$ cat src/rtl/brResolverPkg.sv
`timescale 1ns/1ps
package brResolverPkg;

  // Strobes the decoder hands to the datapath
  typedef struct packed {
    logic known;    // recognised selector in the chosen group
    logic sense;    // 1: taken on gez / flag set, 0: taken on ltz / flag clear
    logic useFlag;  // test fpCond instead of the register sign
    logic likely;   // cancel delay slot when not taken
    logic link;     // write return address
  } brStrobe_t;

  // Selector bit positions the decode relies on
  localparam int SENSE_BIT  = 0;
  localparam int LIKELY_BIT = 1;
  localparam int LINK_BIT   = 4;

endpackage

$ cat src/rtl/brCtrl.sv
`timescale 1ns/1ps
module brCtrl
  import brResolverPkg::*;
#(
  parameter int SEL_W = 5
) (
  input  logic [SEL_W-1:0] condSel,
  input  logic             fpGroup,
  output brStrobe_t        strobe
);

  // Register group: bits 3:2 must be zero, bit 4 chooses link.
  // Flag group: bits 4:2 must be zero.
  logic midZero;
  logic topBit;
  logic regKnown;
  logic flagKnown;

  always_comb begin
    midZero   = (condSel[3:2] == 2'b00);
    topBit    = condSel[LINK_BIT];
    regKnown  = !fpGroup && midZero;
    flagKnown = fpGroup && midZero && !topBit;

    strobe.known   = regKnown || flagKnown;
    strobe.sense   = condSel[SENSE_BIT];
    strobe.useFlag = fpGroup;
    strobe.likely  = condSel[LIKELY_BIT];
    strobe.link    = regKnown && topBit;
  end

endmodule

$ cat src/rtl/brData.sv
`timescale 1ns/1ps
module brData
  import brResolverPkg::*;
#(
  parameter int ADDR_W    = 32,
  parameter int OFF_W     = 16,
  parameter int DATA_W    = 32,
  parameter int REG_IDX_W = 5,
  parameter int LINK_REG  = 31
) (
  input  logic [ADDR_W-1:0]    curPc,
  input  logic [OFF_W-1:0]     brOffset,
  input  logic [DATA_W-1:0]    srcVal,
  input  logic                 fpCond,
  input  brStrobe_t            strobe,
  output logic [ADDR_W-1:0]    tgtAddr,
  output logic                 brTaken,
  output logic                 slotAnnul,
  output logic                 linkWe,
  output logic [REG_IDX_W-1:0] linkIdx,
  output logic [ADDR_W-1:0]    linkVal
);

  localparam int EXT_W = ADDR_W - OFF_W;
  localparam logic [ADDR_W-1:0] INSN_BYTES = ADDR_W'(4);
  localparam logic [ADDR_W-1:0] SLOT_SKIP  = ADDR_W'(8);

  logic [ADDR_W-1:0] offExt;
  logic [ADDR_W-1:0] seqPc;
  logic              isNeg;
  logic              condBit;
  logic              condMet;

  // Address path
  always_comb begin
    offExt  = {{EXT_W{brOffset[OFF_W-1]}}, brOffset} << 2;
    seqPc   = curPc + INSN_BYTES;
    tgtAddr = seqPc + offExt;
    linkVal = curPc + SLOT_SKIP;
    linkIdx = REG_IDX_W'(LINK_REG);
  end

  // Condition path
  always_comb begin
    isNeg   = srcVal[DATA_W-1];
    condBit = strobe.useFlag ? fpCond : !isNeg;
    // sense=1: take when condBit set; sense=0: take when clear
    condMet = strobe.sense ? condBit : !condBit;

    brTaken   = strobe.known && condMet;
    slotAnnul = strobe.known && strobe.likely && !condMet;
    linkWe    = strobe.link;
  end

endmodule

$ cat src/rtl/brResolver.sv
`timescale 1ns/1ps
module brResolver
  import brResolverPkg::*;
#(
  parameter int ADDR_W    = 32,
  parameter int OFF_W     = 16,
  parameter int DATA_W    = 32,
  parameter int SEL_W     = 5,
  parameter int REG_IDX_W = 5,
  parameter int LINK_REG  = 31
) (
  input  logic [ADDR_W-1:0]    curPc,
  input  logic [OFF_W-1:0]     brOffset,
  input  logic [SEL_W-1:0]     condSel,
  input  logic                 fpGroup,
  input  logic [DATA_W-1:0]    srcVal,
  input  logic                 fpCond,
  output logic [ADDR_W-1:0]    tgtAddr,
  output logic                 brTaken,
  output logic                 slotAnnul,
  output logic                 linkWe,
  output logic [REG_IDX_W-1:0] linkIdx,
  output logic [ADDR_W-1:0]    linkVal
);

  brStrobe_t strobe;

  brCtrl #(.SEL_W(SEL_W)) u_ctrl (
    .condSel (condSel),
    .fpGroup (fpGroup),
    .strobe  (strobe)
  );

  brData #(
    .ADDR_W    (ADDR_W),
    .OFF_W     (OFF_W),
    .DATA_W    (DATA_W),
    .REG_IDX_W (REG_IDX_W),
    .LINK_REG  (LINK_REG)
  ) u_data (
    .curPc     (curPc),
    .brOffset  (brOffset),
    .srcVal    (srcVal),
    .fpCond    (fpCond),
    .strobe    (strobe),
    .tgtAddr   (tgtAddr),
    .brTaken   (brTaken),
    .slotAnnul (slotAnnul),
    .linkWe    (linkWe),
    .linkIdx   (linkIdx),
    .linkVal   (linkVal)
  );

endmodule

$ cat config.mk
export PLATFORM = sky130hd
export DESIGN_NAME = brResolver
export DESIGN_NICKNAME = d
export VERILOG_FILES = /design/src/rtl/brResolverPkg.sv /design/src/rtl/brCtrl.sv /design/src/rtl/brData.sv /design/src/rtl/brResolver.sv
export SDC_FILE = /design/constraint.sdc
export NUM_CORES = 1
export LEC_CHECK = 0
export BUFFER_PORTS_ARGS = -buffer_cell sky130_fd_sc_hd__buf_2
export CAP_MARGIN = 20
export CORE_UTILIZATION = 41
export DETAILED_ROUTE_END_ITERATION = 10
export PLACE_DENSITY = 0.8
export RECOVER_POWER = 25
export SLEW_MARGIN = 25
export SYNTH_ARGS = -nofsm -noshare
export SYNTH_HDL_FRONTEND = slang
export SYNTH_SLANG_ARGS = --single-unit
$ cat constraint.sdc
create_clock -name vclk -period 2.5
set_clock_uncertainty 0.2 [all_clocks]
set_input_delay 0.125 -clock vclk [all_inputs]
set_output_delay 0.125 -clock vclk [all_outputs]
set_load 0.02 [all_outputs]
==> run metrics, run 1 <==
outcome=complete, but fails checks; failing checks=setup timing; placed insts=611; Initial Util=42.9%; PwrDens=397 nW/um^2; antenna violations before repair=0; die height=80.9 um; post-DP HPWL=6.93 mm; Initial DRC Count=223; HP Class=in -> out; leakage=0.00223 uW; Hold Buf Count CTS=0; register area share after synthesis=0%; Post-route DRC=0; Site Rows=28; DRT Pass-1 Iters=6; Area Growth Syn to Fin=90.4%; RSZ-0062 raised after global routing=true; routed wire length=12.6 mm; fin cells=around 630; Final WS setup=-0.408 ns; first-pass GRT wire length=about 16 mm; vias in the first global route=3581; top post-synthesis cells by area=ha_1, xnor2_1, a21oi_1; Routed Antenna Nets=0; Final Slew Violations=0; largest net degree at the start of global routing=15; IO Count=159; Setup crit end=tgtAddr[29]; Setup WS pre-CTS=-0.327 ns; die area=6540 um^2; Yosys cell types=52; nets=698; peak supply drop=0.000370 V; Syn Inst Count=338; slew margin rel.=a little over 50%; Tcrit/Tclk final=116%; total of max-cap violations=0; Clock buffer cells=0; routability cong.=about 0.92; Util after Layout=81.6%; Netlist Area Pre-Place=2550 um^2; Setup Viol. Count Final=20; Vias/cell=6.02; commonest non-fill, non-tap cell in the layout=buf_4; routed len/inst=a little over 20 um; Yosys top cell area share=around 28%; Setup CP Type=in -> out; Ys Warns=0; area leader, netlist=ha_1; worst-margin pin slew=0.715 ns; Total GRT Usage=30.2%; register area=0 um^2; total gr overflow=0; FFs & Latches=0; Final Power=1930 uW; worst setup path startpoint=brOffset[15]; share of cells above drive strength 1=58.0%; syn avg cell area=7.55 um^2; DP Area=approximately 3900 um^2; Ant. Diodes=0; Worst setup SP type=input pin; CP max FO=14; Crit. End Element=output pin; final hold vios=0; most frequent cells in the layout=buf_4, buf_2, ha_4; Fillers=332; Floorplan Core Area=5960 um^2; number of buffers added on ports=roughly 120; Req. time, crit path=about 2.2 ns; Tmin final=2.91 ns; cell area after layout=about 4900 um^2; Max Freq=344 MHz; area of the multi-input gates=around 3200 um^2; Die Span X=80.9 um; data arrival time of the worst path=2.58 ns; vias post-DR=3760
[how the worst min path moves through the flow]
stage               depth (start not counted)    endpoint  slack (ns)  startpoint
finish                                      0  tgtAddr[0]        0.05    curPc[0]
global route                                0  linkVal[0]        0.05    curPc[0]
CTS                                         0  tgtAddr[1]        0.05    curPc[1]
detailed placement                          0  tgtAddr[1]        0.05    curPc[1]
global placement                            0  tgtAddr[1]        0.05    curPc[1]
floorplan                                   1  linkVal[3]        0.13    curPc[3]
[area by class of cell]
| cell class | count | area share (%) |
|---|---|---|
| inverters | 11 | 0.849 |
| multi-input cells | 315 | 65.9 |
| repair buffers | 224 | 31.3 |
| well taps | 75 | 1.93 |
[critical path, cell delays in order]
cell and delay, ns:
buf_8 0.14, ha_1 0.28, ha_1 0.35, a21oi_1 0.29, o21ai_0 0.32, nor2_1 0.30, nand3_2 0.16, a221oi_2 0.31
xnor2_1 0.15, buf_4 0.16
[routing by layer]
metal  GRT usage, %  share of wire [%]
met2           59.7                 50
met1           31.7                 36
met3           2.81                7.3
met5              0                  0
met4           13.0                6.7
[per-stage QoR]
step                setup TNS (ns)  hold WS [ns]
global placement             -3.34        0.0502
floorplan                 -0.00330         0.127
detailed placement           -4.42        0.0502
finish                       -3.29        0.0500
CTS                         -0.920        0.0502
global route                 -3.95        0.0501
[cell usage after synthesis (4+ instances only)]
| cell type | count |
|---|---|
| nand2_1 | 28 |
| xor2_1 | 15 |
| nor2_1 | 22 |
| nand4_1 | 9 |
| o21ai_0 | 15 |
| a21o_1 | 5 |
| and3_1 | 8 |
| ha_1 | 58 |
| a211oi_1 | 4 |
| inv_1 | 11 |
| buf_4 | 11 |
| xnor2_1 | 40 |
| nor3_1 | 5 |
| a21oi_1 | 30 |
| nor2b_1 | 4 |
| nand3_1 | 20 |
[kinds of logic (layout without fill, tap and decap cells)]
family                   Yosys count  after routing  synth area share [%]
AND/OR/NAND/NOR                  109            109                  21.5
AO/OA/AOI/OAI                     85             85                  23.2
buffers and inverters             27            235                  6.23
other                              1              5                 0.147
XOR/XNOR                          55             55                  18.9
adder cells (fa/ha/maj)           59             59                  29.2
multiplexers                       2              2                 0.784
[timing repair]
action | in CTS | in global routing
setup buffers | 15 | 7
resized for setup | 76 | 77
cloned | 0 | 0
pin swaps | 42 | 37
setup endpoints to repair | 20 | 22
[report_power, final]
group / internal (uW) / switching, uW / total, uW
sequential: 0 / 0 / 0
clock: 0 / 0 / 0
combinational: 906 / 1020 / 1930
Power figures use the tool's default switching activity.
==> run 2: changes to the inputs <==
--- a/config.mk
+++ b/config.mk
@@ -7,11 +7,12 @@
 export LEC_CHECK = 0
 export BUFFER_PORTS_ARGS = -buffer_cell sky130_fd_sc_hd__buf_2
 export CAP_MARGIN = 20
+export CORE_ASPECT_RATIO = 0.75
 export CORE_UTILIZATION = 41
 export DETAILED_ROUTE_END_ITERATION = 10
 export PLACE_DENSITY = 0.8
 export RECOVER_POWER = 25
-export SLEW_MARGIN = 25
+export SLEW_MARGIN = 15
 export SYNTH_ARGS = -nofsm -noshare
 export SYNTH_HDL_FRONTEND = slang
 export SYNTH_SLANG_ARGS = --single-unit
==> run 2 against run 1 <==
Compared with the run above:
- the run still ends with setup timing left
- combinational power about the same
- critical path type unchanged
- fmax is 4.8% lower
- flip-flop and latch count unchanged
- cell count grew 1.9%
==> run metrics, run 2 (synthesized netlist as in run 1, its figures left out) <==
outcome=complete, but fails checks; failing checks=setup timing; most frequent cells in the layout=buf_4, buf_2, ha_4; critical-path cell list=clkbuf_4 -> buf_12 -> ha_1 -> ha_4 -> a21oi_1 -> o21ai_0 -> a21oi_1 -> o21ai_2 -> a211oi_2 -> xnor2_2 -> buf_4; Initial DRC Count=slightly below 400; Max Freq=327 MHz; Post-route DRC=0; number of buffers added on ports=117; nets=approximately 710; Final WS setup=-0.556 ns; Setup Viol. Count Final=20; DRT Pass-1 Iters=5; RSZ-0062 raised after global routing=true; die area=roughly 6500 um^2; peak supply drop=roughly 0.00028 V; total of max-cap violations=0; crit-path leading delay family=compound AO/OA/AOI/OAI gates; Worst setup SP type=input pin; Tcrit/Tclk final=122%; Routed Antenna Nets=0; IO Count=159; total gr overflow=0; Die Span X=93.1 um; PwrDens=397 nW/um^2; Total GRT Usage=32.7%; area of the multi-input gates=3220 um^2; data arrival time of the worst path=between 2 and 3 ns; Util after Layout=~84%; Initial Util=~43%; CP peak stage delay=0.43 ns; most used cell, CP=a21oi_1; Setup CP Type=in -> out; Final Slew Violations=0; Clock buffer cells=0; Tmin final=3.06 ns; first-pass GRT wire length=17.2 mm; vias in the first global route=3648; worst-margin pin slew=0.489 ns; Setup TNS=-5.09 ns; Setup WS pre-CTS=-0.391 ns; post-DP HPWL=7.27 mm; slew margin rel.=67.0%; Area Growth Syn to Fin=93.7%; leakage=0.00227 uW; Req. time, crit path=2.17 ns; FFs & Latches=0; Ant. Diodes=0; Site Rows=24; HP Class=in -> out; largest net degree at the start of global routing=9; Floorplan Core Area=5920 um^2; commonest non-fill, non-tap cell in the layout=buf_4; worst path bufs/invs=3; routed wire length=13.8 mm; smallest hold slack=0.0500 ns; final hold vios=0; antenna violations before repair=0; Fillers=316; die height=70.3 um; Crit. End Element=output pin; Crit-path slowest cell=a21oi_1; routed len/inst=21.7 um; register area=0 um^2; CP max FO=8; routability cong.=0.945; vias post-DR=3959; Vias/cell=approximately 6.2; share of cells above drive strength 1=58.9%
run 2: final timing paths:
check,endpoint,slack [ns],start,cells past startpoint
setup / recovery,tgtAddr[27],-0.56,brOffset[15],11
hold / removal,linkVal[0],0.05,curPc[0],0
run 2: timing repair:
item                                    4_1_cts  5_1_grt
pin swaps                                    39       30
setup buffers                                 7       11
endpoints found under the setup margin       19       21
gates resized for setup                      86       61
hold buffers                                  0        0
run 2: final cells by class:
cell class,instances,area share (%)
inverter,11,0.835
tap,78,1.97
multi-input combinational,315,65.1
timing repair buffer,233,32.1
run 2: per-layer routing:
metal  part of all wire [%]  global-route usage (%)  vias to the layer above
met2                     46                    60.1                      351
met3                    9.5                    4.14                      147
met5                      0                       0                        -
li1                       -                       -                     1675
met4                    9.5                    15.9                        0
met1                     35                    36.8                     1786
run 2: power breakdown:
part	switching (uW)	internal, uW	total [uW]
sequential	0	0	0
clock	0	0	0
combinational	1040	924	1960
run 2: per-stage QoR:
step | power, uW | instance area, um^2 | std cells
detailed placement | 1390 | 3960 | 622
finish | 1960 | 4940 | 637
global route | 2040 | 4940 | 637
global placement | 1360 | 3960 | 622
CTS | 1630 | 4570 | 629
floorplan | 833 | 2620 | 342
